===== src/rtl/clk_prescaler.sv =====
module clk_prescaler #(
  parameter int CODE_W     = 4,
  parameter int MAX_CODE   = 8,
  parameter int UNLOCK_WIN = 4,
  parameter int DATA_W     = 8
) (
  input  logic              clk_src,
  input  logic              rst_n,
  input  logic              wr_en,
  input  logic [DATA_W-1:0] wr_data,
  output logic [DATA_W-1:0] rd_data,
  input  logic              clk_out_en,
  input  logic              io_out,
  output logic              clk_div,
  output logic              pin_out
);
  localparam int CNT_W  = (MAX_CODE > 0) ? MAX_CODE : 1;
  localparam int WIN_W  = $clog2(UNLOCK_WIN + 1);
  localparam int ARM_BIT = DATA_W - 1;

  logic [CODE_W-1:0] sel_code, act_code;
  logic              pending;
  logic [CNT_W-1:0]  cnt, lim;
  logic [CNT_W:0]    span;
  logic [WIN_W-1:0]  win;
  logic              en_q;

  wire               arm_wr  = wr_en &  wr_data[ARM_BIT];
  wire               set_wr  = wr_en & ~wr_data[ARM_BIT];
  wire [CODE_W-1:0]  wr_code = wr_data[CODE_W-1:0];
  wire               code_ok = (wr_code <= CODE_W'(MAX_CODE));
  wire               accept  = set_wr & (win != '0) & code_ok;

  assign span = (CNT_W+1)'(1) << act_code;
  assign lim  = CNT_W'(span - 1'b1);
  wire   wrap = (cnt == lim);

  always_ff @(posedge clk_src or negedge rst_n) begin
    if (!rst_n)                 win <= '0;
    else if (arm_wr)            win <= WIN_W'(UNLOCK_WIN);
    else if (set_wr)            win <= '0;
    else if (win != '0)         win <= win - 1'b1;
  end

  always_ff @(posedge clk_src or negedge rst_n) begin
    if (!rst_n) begin
      sel_code <= '0;
      pending  <= 1'b0;
    end else if (accept) begin
      sel_code <= wr_code;
      pending  <= 1'b1;
    end else if (pending && wrap) begin
      pending  <= 1'b0;
    end
  end

  always_ff @(posedge clk_src or negedge rst_n) begin
    if (!rst_n) begin
      act_code <= '0;
      cnt      <= '0;
    end else begin
      cnt <= wrap ? '0 : cnt + 1'b1;
      if (pending && wrap) act_code <= sel_code;
    end
  end

  always_ff @(negedge clk_src or negedge rst_n) begin
    if (!rst_n) en_q <= 1'b0;
    else        en_q <= wrap;
  end

  assign clk_div = clk_src & en_q;
  assign pin_out = clk_out_en ? (clk_div & rst_n) : io_out;
  assign rd_data = DATA_W'(sel_code);
endmodule



===== config.mk =====
export PLATFORM = sky130hd
export DESIGN_NAME = clk_prescaler
export DESIGN_NICKNAME = d
export VERILOG_FILES = /design/src/rtl/clk_prescaler.sv
export SDC_FILE = /design/constraint.sdc
export NUM_CORES = 1
export LEC_CHECK = 0
export ABC_AREA = 0
export BUFFER_PORTS_ARGS = -buffer_cell sky130_fd_sc_hd__buf_2
export CELL_PAD_IN_SITES_DETAIL_PLACEMENT = 0
export CELL_PAD_IN_SITES_GLOBAL_PLACEMENT = 2
export CORE_MARGIN = 5
export CORE_UTILIZATION = 34
export CTS_CLUSTER_DIAMETER = 60
export DETAILED_ROUTE_END_ITERATION = 8
export PLACE_DENSITY = 0.76
export SYNTH_ARGS = -nofsm -noshare
export SYNTH_HDL_FRONTEND = slang
export SYNTH_SLANG_ARGS = --single-unit

===== constraint.sdc =====
create_clock -name clk_src -period 3.5 [get_ports clk_src]
set_input_delay 0.35 -clock clk_src [delete_from_list [all_inputs] [get_ports clk_src]]
set_output_delay 0.35 -clock clk_src [all_outputs]
set_load 0.05 [all_outputs]

==> flow_summary.ini, run 1 <==
[grt]
gr-total-overflow = 0
grt_pass1_vias = 1080
antenna_found_initial = 0
grt_pass1_wl_um = 4620
grt_usage_pct = 11.9
grt_max_degree = 23

[floorplanning]
start_util_pct = 34.6
design.portCount = 23
fp.dieW_um = 70.6
fp.dieH_um = 70.6
core_area_um2 = 3610
rows = 22
dieArea_um2 = 4980

[outcome]
status = complete, but fails checks
violations = setup timing

[clock_network]
clk_pin_slew_ns = 0.08
clk_latency_ns = 0.39
cts_tree = yes

[yosys]
synth_top_area_cell = dfrtp_1
syn_inst = 119
synth_compound_area_share_pct = 9.53
synth_area_leaders = dfrtp_1 (40%), xor2_1 (5.6%), mux2_4 (4.8%)
syn_area_per_cell_um2 = 10.5
synthDistinctLibCells = 37
yosys_warnings = 0
syn_area_um2 = 1250
synth_xor_area_share_pct = 7.72
synth-seq-cells = 21
synth_top_area_share_pct = 40.1
yosys.area_share.adder_pct = 4.01
synth_seq_area_share_pct = 42.1
synth_top_family_by_area = simple AND/OR/NAND/NOR gates
synthMuxAreaShare_pct = 8.43
synthSimpleGateAreaFrac_pct = 20.7

[critical_path]
crit_required_ns = 1.96
crit_path_end_kind = flop
crit_type = flop to flop
critPathMaxFanout = 3
critPathArrivalTime_ns = 2.19
start_kind = flop

[layout]
nNetsFinal = 172
n_antenna_cell = 0
layout.area.seq_um2 = 526
drive_gt1_share_pct = 40.6
syn_to_final_growth_pct = 31.2
multiInputGateArea_um2 = 691
fillers = 359

[route]
dr_total_vias = 960
drt_iter0_markers = 24
post_drt_wl_per_cell_um = 12.5
drc_errors = 0
viasPerCell = 4.73
dr.pass1.iters = 2
wirelength_um = 2550
final_antenna_net_count = 0

[pwr]
vdd_drop_max_mv = 0.347
p_leak_uw = 0.000766
p_per_area_nw_per_um2 = 1060

[sta]
timing.final.hold_violations = 0
skew_ns = 0.0296
rsz0062_at_grt = yes
final_max_slew_viol_count = 0
relSlewSlack_pct = 64.0
worst_pin_slew_ns = 0.537
setup_viol_count_final = 1
finalWorstSetupSlack_ns = -0.228
hold_slack_ns = 0.176
final.setup.tns_ns = -0.228

[worst_hold_path]
hold_path.class = input port to flop

[place]
place.detailed.hpwl_um = 1860
gp_congestion = 0.782
io_buffer_count = 15

[flow_run]
maxCapViolations = 0
==> where the power goes <==
| part | internal [µW] | leakage, µW | switching, µW |
|---|---|---|---|
| Clock | 231 | 0.0000927 | 115 |
| Sequential | 347 | 0.000259 | 104 |
| Combinational | 463 | 0.000414 | 479 |
| Total | 1040 | 0.000766 | 698 |
==> per-stage QoR <==
stage	cells	setup WS [ns]	total power (µW)	utilization, %	instance area (µm²)
after floorplan	122	-0.308	1120	-	1290
after global placement	186	-0.246	1290	39.3	1420
after detailed placement	186	-0.276	1320	39.3	1420
after CTS	203	-0.231	1750	45.2	1630
after global routing	203	-0.289	1880	45.4	1640
final	203	-0.228	1740	45.4	1640
==> timing repair <==
| item | CTS | global route |
|---|---|---|
| pin swaps | 10 | 0 |
| setup endpoints to repair | 4 | 1 |
| hold buffers | 1 | 0 |
| gates resized for setup | 6 | 1 |
| hold endpoints to repair | 20 | 0 |
| setup buffers | 4 | 0 |
==> path summary, 6_finish.rpt <==
kind | cells after the start | slack, ns | end | startpoint
max | 6 | -0.23 | en_q | act_code[1]
min | 2 | 0.18 | win[0] | wr_en
max reg2reg | 6 | -0.23 | en_q | act_code[1]
min reg2reg | 2 | 0.53 | pending | pending
max in group asynchronous | 2 | 1.05 | en_q | rst_n
min in group asynchronous | 2 | 0.48 | win[2] | rst_n
==> registers in the layout, summed over array words and instances, names as in the netlist <==
name	cells
pending	1
sel_code	4
en_q	1
act_code	4
cnt	8
win	3
==> cell families (layout without fill, tap and decap cells) <==
logic type               count (synthesis)  in the layout
other                                    1              4
flip-flops                              21             21
AO/OA/AOI/OAI                           18             18
buffers and inverters                   13             46
AND/OR/NAND/NOR                         43             43
multiplexers                             8              8
XOR/XNOR                                11             11
adder cells (fa/ha/maj)                  4              4
==> synthesized netlist by cell type <==
library cell and number:
a211oi_1 3, a21oi_1 5, and2_1 3, and3_1 2, and3_2 1, buf_4 5
buf_6 3, conb_1 1, dfrtn_1 1, dfrtp_1 20, ha_1 4, inv_1 5
mux2_2 4, mux2_4 4, nand2_1 4, nand2b_1 1, nand3_1 9, nor2_1 10
nor2b_1 2, nor3_1 2, nor3_2 1, nor4_4 1, nor4b_1 1, o2111a_1 1
o211ai_1 1, o21a_1 1, o21ai_0 2, o21ai_1 1, o21bai_1 1, o31ai_1 3
or2_2 1, or3_1 1, or3_2 2, or4_4 1, or4b_4 1, xnor2_1 3
xor2_1 8
==> critical path, cell delays in order (launching register included) <==
cell	delay (ns)
dfrtp_1	0.38
or4_4	0.56
ha_4	0.20
and2_4	0.14
o2111a_1	0.23
a211oi_2	0.26
nor4_4	0.07
==> layout by cell type, fill, tap and decap left out, drive strengths merged, types with 2 or more instances in the layout <==
cell	instances
buf	28
dfrtp	20
clkbuf	11
nor2	10
nand3	9
xor2	8
mux2	8
a21oi	5
inv	5
nand2	4
conb	4
ha	4
o31ai	3
xnor2	3
and2	3
or3	3
a211oi	3
and3	3
nor3	3
o21ai	3
nor2b	2
==> layout make-up <==
class / count / area share (%)
Clock buffer: 13 / 9.63
Clock inverter: 1 / 0.459
Inverter: 5 / 1.15
Multi-Input combinational cell: 88 / 42.2
Sequential cell: 21 / 32.1
Tap cell: 48 / 3.67
Timing Repair Buffer: 27 / 10.8
==> metal layers <==
layer  global-route usage (%)  wire (µm)
met1                     13.1       1070
met2                     19.0       1350
met5                        0          0
met4                     10.0         51
met3                     3.27         80
Power figures use the tool's default switching activity.
==> inputs of run 2 (changes only) <==
--- a/config.mk
+++ b/config.mk
@@ -6,8 +6,8 @@
 export NUM_CORES = 1
 export LEC_CHECK = 0
 export ABC_AREA = 0
-export BUFFER_PORTS_ARGS = -buffer_cell sky130_fd_sc_hd__buf_2
-export CELL_PAD_IN_SITES_DETAIL_PLACEMENT = 0
+export BUFFER_PORTS_ARGS = -buffer_cell sky130_fd_sc_hd__buf_4
+export CELL_PAD_IN_SITES_DETAIL_PLACEMENT = 2
 export CELL_PAD_IN_SITES_GLOBAL_PLACEMENT = 2
 export CORE_MARGIN = 5
 export CORE_UTILIZATION = 34
==> run 2 against run 1 <==
Against the previous run: the flow still finishes with violations (setup timing); clock-buffer cell count up 2; register-to-register slack hardly changed; clock skew grew 0.0030 ns; worst setup slack got worse by 0.013 ns; non-clock buffer count is 2 lower; flip-flop and latch count is the same; critical path depth rose by 1; design area grew 3.7%; total power grew 4.5%; largest power group unchanged; sequential share of layout area fell by 1.2 points; sequential power increased by 3%.
==> flow_summary.ini, run 2 (synthesis results as in run 1) <==
[place]
place.detailed.hpwl_um = 2340
dpl_cell_area_um2 = 1460
io_buffer_count = 15
gp_congestion = 0.744

[layout]
largestRegisters = cnt: 8 flops, act_code: 4 flops, sel_code: 4 flops
layout_commonest_cell = buf_4
regMostFlops = cnt
nNetsFinal = 172
syn_to_final_growth_pct = 36.1
final_cell_mix = buf_4 (24), dfrtp_1 (20), nor2_1 (10), clkbuf_8 (10), nand3_1 (8)
stdcell_area_um2 = 1700
n_antenna_cell = 0
largest_reg_flops = 8
fin_util_pct = 47.1
drive_gt1_share_pct = 40.6

[grt]
grt_max_degree = 23
antenna_found_initial = 0
grt_pass1_vias = 1247
gr-total-overflow = 0
grt_usage_pct = 16.4
grt_pass1_wl_um = 5930

[floorplanning]
rows = 22
dieArea_um2 = 4980
start_util_pct = 34.6
design.portCount = 23
fp.dieW_um = 70.6
core_area_um2 = 3610
fp.dieH_um = 70.6

[route]
dr.pass1.iters = 4
wirelength_um = 3480
viasPerCell = 5.03
drt_iter0_markers = 28
post_drt_wl_per_cell_um = 17.1
final_antenna_net_count = 0
drc_errors = 0
dr_total_vias = 1021

[sta]
final_max_slew_viol_count = 0
relSlewSlack_pct = 59.7
finalWorstSetupSlack_ns = -0.241
skew_ns = 0.0327
final.setup.tns_ns = -0.241
worst_pin_slew_ns = 0.600
setup_viol_count_final = 1
timing.final.hold_violations = 0
rsz0062_at_grt = yes

[critical_path]
start_kind = flop
crit_type = flop to flop
path_cells = or4_4, ha_4, buf_6, xor2_2, xnor2_1, nand3_1, nor4_4
critPathMaxFanout = 3
crit_family = simple AND/OR/NAND/NOR gates
cp.buffers_inverters = 1
max_stage_delay_ns = 0.56
critical_path.slowest_cell = or4_4
ff2ff_setup_slack_ns = -0.24
critical_path_cell_count = 7
reg2regPathDepth = 7
crit_required_ns = 2.14
crit_path_end_kind = flop
critPathArrivalTime_ns = 2.38

[clock_network]
clk_latency_ns = 0.40
cts_tree = yes
clk_pin_slew_ns = 0.09

[flow_run]
maxCapViolations = 0

[worst_hold_path]
hold_path.class = input port to flop
min_path_cells = 2

[outcome]
status = complete, but fails checks
violations = setup timing

[pwr]
power_uw = 1820
vdd_drop_max_mv = 0.364
p_leak_uw = 0.000787
p_per_area_nw_per_um2 = 1070
[run 2: metrics by stage]
step / instances / hold slack [ns] / setup slack (ns)
2_1_floorplan: 122 / 0.0544 / -0.308
3_3_place_gp: 186 / 0.247 / -0.244
3_5_place_dp: 186 / 0.253 / -0.287
4_1_cts: 203 / 0.132 / -0.234
5_1_grt: 203 / 0.129 / -0.361
6_report: 203 / 0.142 / -0.241
[run 2: final timing paths]
kind / start / endpoint
setup / recovery: act_code[0] / en_q
max in group asynchronous: rst_n / en_q
min in group asynchronous: rst_n / sel_code[0]
hold / removal: wr_en / win[0]
setup reg to reg: act_code[0] / en_q
hold reg to reg: sel_code[1] / act_code[1]
[run 2: cell type report]
cell class | instances | area (µm²)
Sequential cell | 21 | 526
Fill cell | 381 | 1910
Multi-Input combinational cell | 88 | 708
Tap cell | 48 | 60.1
Timing Repair Buffer | 25 | 194
Clock buffer | 15 | 186
Clock inverter | 1 | 5.00
Inverter | 5 | 18.8
[run 2: what timing repair did]
item | CTS | global route
resized for setup | 7 | 3
endpoints found under the hold margin | 20 | 0
pin swaps | 10 | 2
setup buffers | 3 | 0
hold buffers | 1 | 0
setup endpoints to repair | 4 | 4
[run 2: per-layer routing]
layer	track usage (%)	routed length, µm	up-vias
li1	-	-	474
met1	15.5	1330	524
met2	28.0	1970	16
met3	5.26	93	7
met4	15.0	90	0
met5	0	0	-
[run 2: power by group]
| part | total (µW) | switching, µW | internal, µW |
|---|---|---|---|
| combinational | 992 | 516 | 476 |
| sequential | 466 | 119 | 347 |
| clock | 359 | 125 | 234 |
==> inputs of run 3 (changes only) <==
--- a/config.mk
+++ b/config.mk
@@ -10,10 +10,10 @@
 export CELL_PAD_IN_SITES_DETAIL_PLACEMENT = 2
 export CELL_PAD_IN_SITES_GLOBAL_PLACEMENT = 2
 export CORE_MARGIN = 5
-export CORE_UTILIZATION = 34
+export CORE_UTILIZATION = 25
 export CTS_CLUSTER_DIAMETER = 60
 export DETAILED_ROUTE_END_ITERATION = 8
-export PLACE_DENSITY = 0.76
+export PLACE_DENSITY = 0.59
 export SYNTH_ARGS = -nofsm -noshare
 export SYNTH_HDL_FRONTEND = slang
 export SYNTH_SLANG_ARGS = --single-unit
==> run 3 against run 2 <==
Against the previous run: the flow still finishes with violations (setup timing); clock-buffer cell count decreased by 1; sequential share of layout area hardly changed; total power is 1.2% lower; clock skew decreased by 0.0045 ns; global-route usage is 4.5 points lower; flip-flop and latch count did not move; first-iteration DRC count decreased by 43%; design area hardly changed; core utilization shrank 12 points; routed wire length shrank 8.2%; worst setup slack got worse by 0.0081 ns; critical endpoint unchanged; largest power group unchanged; highest routed layer unchanged.
==> flow_summary.ini, run 3 (synthesis results as in run 1) <==
[place]
dpl_cell_area_um2 = 1480
io_buffer_count = 15
gp_congestion = 0.711
place.detailed.hpwl_um = 2410

[critical_path]
reg2reg_to = en_q
critPathMaxFanout = 3
ff2ff_setup_slack_ns = -0.25
crit_required_ns = 1.96
reg2regPathDepth = 6
critPathArrivalTime_ns = 2.21
start_kind = flop
crit_type = flop to flop
crit_path_end_kind = flop
r2r_start = act_code[1]

[sta]
skew_ns = 0.0282
timing.final.hold_violations = 0
hold_slack_ns = 0.160
final_max_slew_viol_count = 0
worst_pin_slew_ns = 0.583
setup_viol_count_final = 1
relSlewSlack_pct = 60.9
finalWorstSetupSlack_ns = -0.249
rsz0062_at_grt = yes

[layout]
fillers = 525
largest_reg_flops = 8
largestRegisters = cnt: 8 flops, act_code: 4 flops, sel_code: 4 flops
n_antenna_cell = 0
final_cell_mix = buf_4 (24), dfrtp_1 (20), nor2_1 (10), clkbuf_8 (10), xor2_1 (8)
fin_util_pct = 35.5
layout.area.seq_um2 = 526
regMostFlops = cnt
nNetsFinal = 171
drive_gt1_share_pct = 40.3
layout_commonest_cell = buf_4
stdcell_area_um2 = 1700
syn_to_final_growth_pct = 36.0
multiInputGateArea_um2 = 698

[route]
post_drt_wl_per_cell_um = 14.5
dr_total_vias = 998
wirelength_um = 3200
drc_errors = 0
viasPerCell = 4.52
drt_iter0_markers = 16
dr.pass1.iters = 2
final_antenna_net_count = 0

[grt]
grt_busiest_layer = met2
grt_util_met1_pct = 12.3
gr-total-overflow = 0
grt_usage_pct = 11.9
met3_usage_pct = 3.70
antenna_found_initial = 0
grt_pass1_wl_um = 5580
met2_usage_pct = 19.7
grt_pass1_vias = 1228
grt_max_degree = 23

[pwr]
p_per_area_nw_per_um2 = 1060
p_leak_uw = 0.000778
vdd_drop_max_mv = 0.300

[floorplanning]
fp.dieH_um = 80.6
rows = 25
dieArea_um2 = 6500
fp.dieW_um = 80.6
start_util_pct = 26.1
design.portCount = 23
core_area_um2 = 4790

[worst_hold_path]
hold_path_end = win[1]
hold_path_startpoint = wr_en
hold_path.class = input port to flop
min_path_cells = 2

[clock_network]
clk_latency_ns = 0.39
cts_tree = yes
clk_pin_slew_ns = 0.08

[outcome]
status = complete, but fails checks
violations = setup timing

[flow_run]
maxCapViolations = 0
## run 3: changes by cell type in the layout (fill, tap and decap cells not counted), sizes merged
cell	change
buf	-1
## run 3: through the flow
stage | instances | power (µW) | setup WS, ns | TNS, ns
floorplan | 122 | 1120 | -0.308 | -0.308
global placement | 205 | 1330 | -0.256 | -0.256
detailed placement | 205 | 1380 | -0.339 | -0.339
CTS | 221 | 1830 | -0.262 | -0.262
global route | 221 | 1950 | -0.337 | -0.337
finish | 221 | 1800 | -0.249 | -0.249
## run 3: critical path, cell delays in order, from the launching register on
cell and delay (ns):
dfrtp_1 0.39, or4_4 0.56, ha_4 0.20, and2_4 0.13, o2111a_1 0.25, a211oi_4 0.24, nor4_4 0.07
## run 3: cell type report
type | instances | share of cell area [%]
well taps | 67 | 4.94
flip-flops and latches | 21 | 31.0
multi-input cells | 88 | 41.2
clock inverters | 1 | 0.295
repair buffers | 25 | 11.4
inverters | 5 | 1.11
clock buffers | 14 | 10.1
## run 3: routing by layer
metal,share of wire (%),up-vias
met1,40,501
met3,3.2,8
met4,2.4,0
li1,-,474
met2,54,15
met5,0,-
## run 3: worst max path at each step
stage | startpoint | endpoint | slack, ns | cells after the start
after global placement | act_code[3] | en_q | -0.26 | 6
after detailed placement | act_code[3] | en_q | -0.34 | 6
after floorplan | act_code[3] | en_q | -0.31 | 6
final | act_code[1] | en_q | -0.25 | 6
after CTS | act_code[1] | en_q | -0.26 | 6
after global routing | act_code[1] | en_q | -0.34 | 7
## run 3: report_power, final
part | leakage, µW | total (µW) | internal [µW] | switching, µW
sequential | 0.000259 | 456 | 347 | 109
combinational | 0.000416 | 988 | 483 | 505
clock | 0.000102 | 352 | 232 | 119
total | 0.000778 | 1800 | 1060 | 733
## run 3: what timing repair did
| action | 4_1_cts | 5_1_grt |
|---|---|---|
| hold buffers | 1 | 0 |
| pin swaps | 11 | 0 |
| setup buffers | 3 | 0 |
| endpoints found under the hold margin | 20 | 0 |
| endpoints found under the setup margin | 3 | 3 |
| resized for setup | 6 | 2 |
